==> config.mk <==
export PLATFORM = sky130hd
export DESIGN_NAME = lnkmon_fastdrop
export DESIGN_NICKNAME = d
export VERILOG_FILES = /design/src/rtl/lnkmon_pkg.sv /design/src/rtl/lnkmon_window.sv /design/src/rtl/lnkmon_evcnt.sv /design/src/rtl/lnkmon_energy.sv /design/src/rtl/lnkmon_fastdrop.sv
export SDC_FILE = /design/constraint.sdc
export NUM_CORES = 1
export LEC_CHECK = 0
export ABC_CLOCK_PERIOD_IN_PS = 2800
export CAP_MARGIN = 20
export CELL_PAD_IN_SITES_DETAIL_PLACEMENT = 1
export CELL_PAD_IN_SITES_GLOBAL_PLACEMENT = 2
export CORE_ASPECT_RATIO = 0.9
export CORE_UTILIZATION = 38
export DETAILED_ROUTE_END_ITERATION = 16
export PLACE_DENSITY = 0.83
export SETUP_SLACK_MARGIN = 0.15
export SYNTH_ARGS = -nofsm -noshare
export SYNTH_HDL_FRONTEND = slang
export SYNTH_SLANG_ARGS = --single-unit
==> constraint.sdc <==
create_clock -name clk -period 2.8 [get_ports clk]
set_clock_uncertainty 0.1 [all_clocks]
set_input_delay 0.56 -clock clk [delete_from_list [all_inputs] [get_ports clk]]
set_output_delay 0.56 -clock clk [all_outputs]
set_load 0.005 [all_outputs]
==> src/rtl/lnkmon_pkg.sv <==
package lnkmon_pkg;
  // Positions in the enable mask and cause vector
  localparam int CB_ENERGY = 0;
  localparam int CB_SNR    = 1;
  localparam int CB_VIOL   = 2;
  localparam int CB_RXERR  = 3;
  localparam int N_COND    = 4;

  typedef logic [N_COND-1:0] cond_vec_t;
endpackage

==> src/rtl/lnkmon_window.sv <==
module lnkmon_window #(
  parameter int WIN_LEN = 500
) (
  input  logic clk,
  input  logic rst,
  output logic win_last_o
);
  localparam int WW = (WIN_LEN > 1) ? $clog2(WIN_LEN) : 1;
  localparam logic [WW-1:0] LAST = WW'(WIN_LEN - 1);

  logic [WW-1:0] phase_q;

  always_ff @(posedge clk) begin
    if (rst)                 phase_q <= '0;
    else if (phase_q == LAST) phase_q <= '0;
    else                     phase_q <= phase_q + 1'b1;
  end

  assign win_last_o = (phase_q == LAST);

  a_r6_phase_range: assert property (@(posedge clk) disable iff (rst)
    phase_q <= LAST);
  a_r6_wrap: assert property (@(posedge clk) disable iff (rst)
    win_last_o |=> (phase_q == '0));
endmodule

==> src/rtl/lnkmon_evcnt.sv <==
module lnkmon_evcnt #(
  parameter int THRESH = 20
) (
  input  logic clk,
  input  logic rst,
  input  logic en_i,
  input  logic evt_i,
  input  logic win_last_i,
  output logic trip_o
);
  localparam int CW = $clog2(THRESH + 1);
  localparam logic [CW-1:0] CAP     = CW'(THRESH);
  localparam logic [CW-1:0] PRE_CAP = CW'(THRESH - 1);

  logic [CW-1:0] cnt_q;
  logic          at_cap;

  always_comb begin
    at_cap = (cnt_q == CAP);
    trip_o = en_i && evt_i && !at_cap && (cnt_q == PRE_CAP);
  end

  always_ff @(posedge clk) begin
    if (rst)                      cnt_q <= '0;
    else if (!en_i || win_last_i) cnt_q <= '0;
    else if (evt_i && !at_cap)    cnt_q <= cnt_q + 1'b1;
  end

  a_r7_saturate: assert property (@(posedge clk) disable iff (rst)
    cnt_q <= CAP);
  a_r8_held_zero: assert property (@(posedge clk) disable iff (rst)
    !en_i |=> (cnt_q == '0));
  a_r7_one_trip: assert property (@(posedge clk) disable iff (rst)
    (trip_o && !win_last_i) |=> (cnt_q == CAP));
  a_r6_clear_at_edge: assert property (@(posedge clk) disable iff (rst)
    win_last_i |=> (cnt_q == '0));
endmodule

==> src/rtl/lnkmon_energy.sv <==
module lnkmon_energy #(
  parameter int HOLD = 500
) (
  input  logic clk,
  input  logic rst,
  input  logic en_i,
  input  logic loss_i,
  output logic trip_o
);
  localparam int HW = $clog2(HOLD + 1);
  localparam logic [HW-1:0] FULL = HW'(HOLD);
  localparam logic [HW-1:0] PRE  = HW'(HOLD - 1);

  logic [HW-1:0] run_q;
  logic          active;

  always_comb begin
    active = en_i && loss_i;
    trip_o = active && (run_q == PRE);
  end

  always_ff @(posedge clk) begin
    if (rst)              run_q <= '0;
    else if (!active)     run_q <= '0;
    else if (run_q != FULL) run_q <= run_q + 1'b1;
  end

  a_r5_cap: assert property (@(posedge clk) disable iff (rst)
    run_q <= FULL);
  a_r5_restart: assert property (@(posedge clk) disable iff (rst)
    !loss_i |=> (run_q == '0));
  a_r5_no_retrip: assert property (@(posedge clk) disable iff (rst)
    trip_o |=> !trip_o);
endmodule

==> src/rtl/lnkmon_fastdrop.sv <==
module lnkmon_fastdrop
  import lnkmon_pkg::*;
#(
  parameter int WIN_LEN   = 500,
  parameter int RXERR_THR = 32,
  parameter int VIOL_THR  = 20,
  parameter int SNR_THR   = 20,
  parameter int LOSS_HOLD = WIN_LEN
) (
  input  logic       clk,
  input  logic       rst,
  input  logic [3:0] en_mask_i,
  input  logic       rx_err_i,
  input  logic       code_viol_i,
  input  logic       snr_low_i,
  input  logic       energy_loss_i,
  input  logic       cause_clr_i,
  output logic       drop_o,
  output logic [3:0] cause_o
);
  logic      win_last;
  cond_vec_t evt_vec;
  cond_vec_t trips;
  logic      drop_q;
  cond_vec_t cause_q;

  assign evt_vec[CB_RXERR]  = rx_err_i;
  assign evt_vec[CB_VIOL]   = code_viol_i;
  assign evt_vec[CB_SNR]    = snr_low_i;
  assign evt_vec[CB_ENERGY] = 1'b0;

  lnkmon_window #(.WIN_LEN(WIN_LEN)) win_i (
    .clk        (clk),
    .rst        (rst),
    .win_last_o (win_last)
  );

  for (genvar b = CB_SNR; b <= CB_RXERR; b++) begin : g_pulse
    localparam int THR = (b == CB_RXERR) ? RXERR_THR :
                         (b == CB_VIOL)  ? VIOL_THR  : SNR_THR;
    lnkmon_evcnt #(.THRESH(THR)) cnt_i (
      .clk        (clk),
      .rst        (rst),
      .en_i       (en_mask_i[b]),
      .evt_i      (evt_vec[b]),
      .win_last_i (win_last),
      .trip_o     (trips[b])
    );
  end

  lnkmon_energy #(.HOLD(LOSS_HOLD)) loss_i (
    .clk    (clk),
    .rst    (rst),
    .en_i   (en_mask_i[CB_ENERGY]),
    .loss_i (energy_loss_i),
    .trip_o (trips[CB_ENERGY])
  );

  always_ff @(posedge clk) begin
    if (rst) begin
      drop_q  <= 1'b0;
      cause_q <= '0;
    end else begin
      drop_q  <= |trips;
      cause_q <= (cause_clr_i ? '0 : cause_q) | trips;
    end
  end

  assign drop_o  = drop_q;
  assign cause_o = cause_q;

  a_r10_cause_on_drop: assert property (@(posedge clk) disable iff (rst)
    drop_o |-> (cause_o != '0));
  a_r11_masked_quiet: assert property (@(posedge clk) disable iff (rst)
    ($past(en_mask_i) == 4'b0000) |-> !drop_o);
  a_r10_sticky: assert property (@(posedge clk) disable iff (rst)
    !$past(cause_clr_i) |-> ((cause_o & $past(cause_o)) == $past(cause_o)));
  a_r10_clear: assert property (@(posedge clk) disable iff (rst)
    ($past(cause_clr_i) && !drop_o) |-> (cause_o == '0));
  a_r8_masked_bit: assert property (@(posedge clk) disable iff (rst)
    (!$past(en_mask_i[CB_VIOL]) && $past(cause_clr_i)) |-> !cause_o[CB_VIOL]);
endmodule

==> out/results.ini <==
[setup_path]
critPathKind = input pin to flop
cp-startpoint = rx_err_i
critical_path_required_ns = 2.92
r2r_start = g_pulse[3].cnt_i.cnt_q[0]
worstSetupStartpointType = input pin
worst_r2r_path_depth = 6
worstSetupEndpointType = flop
crit_arrival_ns = 2.09
timing.critical_path.fanout_max = 5

[grt]
track_usage_pct = 17.85
grt_pass1_wl_um = 6534
globalRouteMet3Util_pct = 5.598
antenna_found_initial = 0
grt_remaining_overflow = 0
grt_max_degree = 12
use_met2_pct = 30.34
gr-usage-met1_pct = 20.68
via_count_of_the_first_global_routing_pass = 1447
grt-busiest-layer = met2

[cells_and_area]
stdcell_area_um2 = 2095
antennaDiodeCount = 0
areaGrowthSynthToFinish_pct = 17.97
final_layout_size_suffix_gt1_share_pct = 6.542
final_common_cell = dfxtp_1
final_cell_mix = dfxtp_1, nor2_1, nand2_1, clkdlybuf4s50_1
layout.nets = 234

[sta]
final.setup.worst_slack_ns = 0.8309
finalWorstPathRequiredPeriod_ns = 1.969
setup-tns-final_ns = 0
layout_worst_path_cycle_share_pct = 70.32
final-max-slew-violation-count = 0
timing.final.setup_violations = 0
grt_setup_unrepaired = no
worstMarginPinSlew_ns = 0.5051
slew_headroom_pct = 65.96
finalHoldViolations = 0
worst_hold_slack_ns = 0.3651
fmax_mhz = 507.9

[synth]
synth_ff_type = dfxtp_1
average_footprint_of_a_synthesized_cell_um2 = 9.247
synth.cell_area_um2 = 1775
synth_nets = 212
number_of_enable_type_register_cells_in_the_synthesized_netlist = 0
post-synth-top-area-fraction_pct = 43.97
synthArstFlopShare_pct = 0
seq_area_frac_synth_pct = 43.97
synthDominantAreaCellType = dfxtp_1
yosys-top-cells-area = dfxtp_1, xor2_1, ha_1
synthDistinctLibCells = 32
synth-seq-cells = 39
synth_warnings = 0
synthCells = 192

[pwr]
total_power_mw = 1.010
power_per_cell_area_nw_per_um2 = 482.2
power.static_leakage_nw = 0.7408
max-vdd-ir-drop_uv = 237.1

[clock_network]
cts_buffer_depth = 2
clock_sinks = 39
cts-root-buf = clkbuf_8
post_cts_buffers = 0
cts_resized = 0
hold_buffers = 0
path_clk_slew_ns = 0.07
clk-insertion-delay-late_ns = 0.29
ctsHtreeMaxLevel = 2
tritoncts = yes
cts_made_buffers = 5

[status]
outcome = complete, no violations

[routing]
drt_iter0_drc = 20
drt_first_pass_iters = 3
viasPerCell = 5.159
final_antenna_net_count = 0
detailroute.via_count = 1424
detail_route.drc_violations = 0
wl_per_cell_um = 13.93
finalWirelength_um = 3844

[floorplan]
pin_count = 16
coreArea_um2 = 4461
start_util_pct = 39.80
floorplan.rows = 23
floorplan.die.width_um = 74.05
fp.dieArea_um2 = 4950
die_h_um = 66.85

[placed_design]
placedInstanceArea_um2 = 2007
place_congestion = 0.7721
io_buffer_count = 15
dp_worst_setup_slack_ns = 0.5621
hpwlAfterDp_um = 2948

[flow_run]
maxCapViolCount = 0

[worst_hold_path]
hold_start = win_i.phase_q[0]
timing.hold.worst.class = flop to flop
whs_path_depth = 1

==> report_power, final <==
group,switching [mW],internal (mW)
clock network,0.189,0.193
logic,0.0293,0.0291
registers,0.00757,0.562
total,0.226,0.784
==> through the flow <==
step,util [%],std cells
CTS,46.96,276
global placement,44.99,269
detailed placement,44.99,269
floorplan,-,192
global route,46.96,276
finish,46.96,276
==> cell usage after synthesis (2+ instances only) <==
master    instances
dfxtp_1          39
and4_1            2
nand3_1          14
or3_1             3
and3_1            4
nand4_1           6
nand2_1          15
nor4bb_1          2
nand2b_1          5
nor2_1           29
and2_1            2
xnor2_1           9
xor2_1           14
inv_1             8
nor3_1            2
a21oi_1           9
nand4b_1          3
ha_1              9
mux2i_1           2
o21ai_0           3
==> routing by layer <==
layer	up-vias	part of all wire, %
met5	-	0
met2	19	49
met4	0	1.7
met3	9	4.3
met1	684	45
li1	712	-
==> worst max-delay path, cell delays in order <==
cell	delay, ns
clkdlybuf4s50_1	0.57
o41ai_2	0.16
or4_1	0.57
a41oi_2	0.22
==> registers in the layout, summed over array words and instances, names as in the netlist <==
signal               count
win_i.phase_q            9
loss_i.run_q             9
cause_o                  4
drop_o                   1
g_pulse.cnt_i.cnt_q     16
==> worst paths after layout <==
path / endpoint / slack [ns]
worst max-delay path: drop_o / 0.83
worst min-delay path: win_i.phase_q[0] / 0.37
worst max register to register: drop_o / 0.95
worst min register to register: win_i.phase_q[0] / 0.37
==> cells by family (layout without fill, tap and decap cells) <==
family | Yosys count | in the layout | share of synthesized area (%)
AO/OA/AOI/OAI | 17 | 17 | 6.766
XOR/XNOR | 23 | 23 | 11.35
adder cells (fa/ha/maj) | 9 | 9 | 6.343
buffers and inverters | 9 | 31 | 1.903
flip-flops | 39 | 39 | 43.97
multiplexers | 2 | 2 | 1.128
AND/OR/NAND/NOR | 93 | 93 | 28.54
==> area by class of cell <==
| class | instances | area, um^2 |
|---|---|---|
| Fill cell | 528 | 2366 |
| Multi-Input combinational cell | 144 | 960.9 |
| Sequential cell | 39 | 780.7 |
| Timing Repair Buffer | 16 | 157.7 |
| Clock buffer | 6 | 82.58 |
| Tap cell | 62 | 77.57 |
| Inverter | 8 | 30.03 |
| Clock inverter | 1 | 5.005 |
No activity file was read; power rests on OpenSTA's default activity.
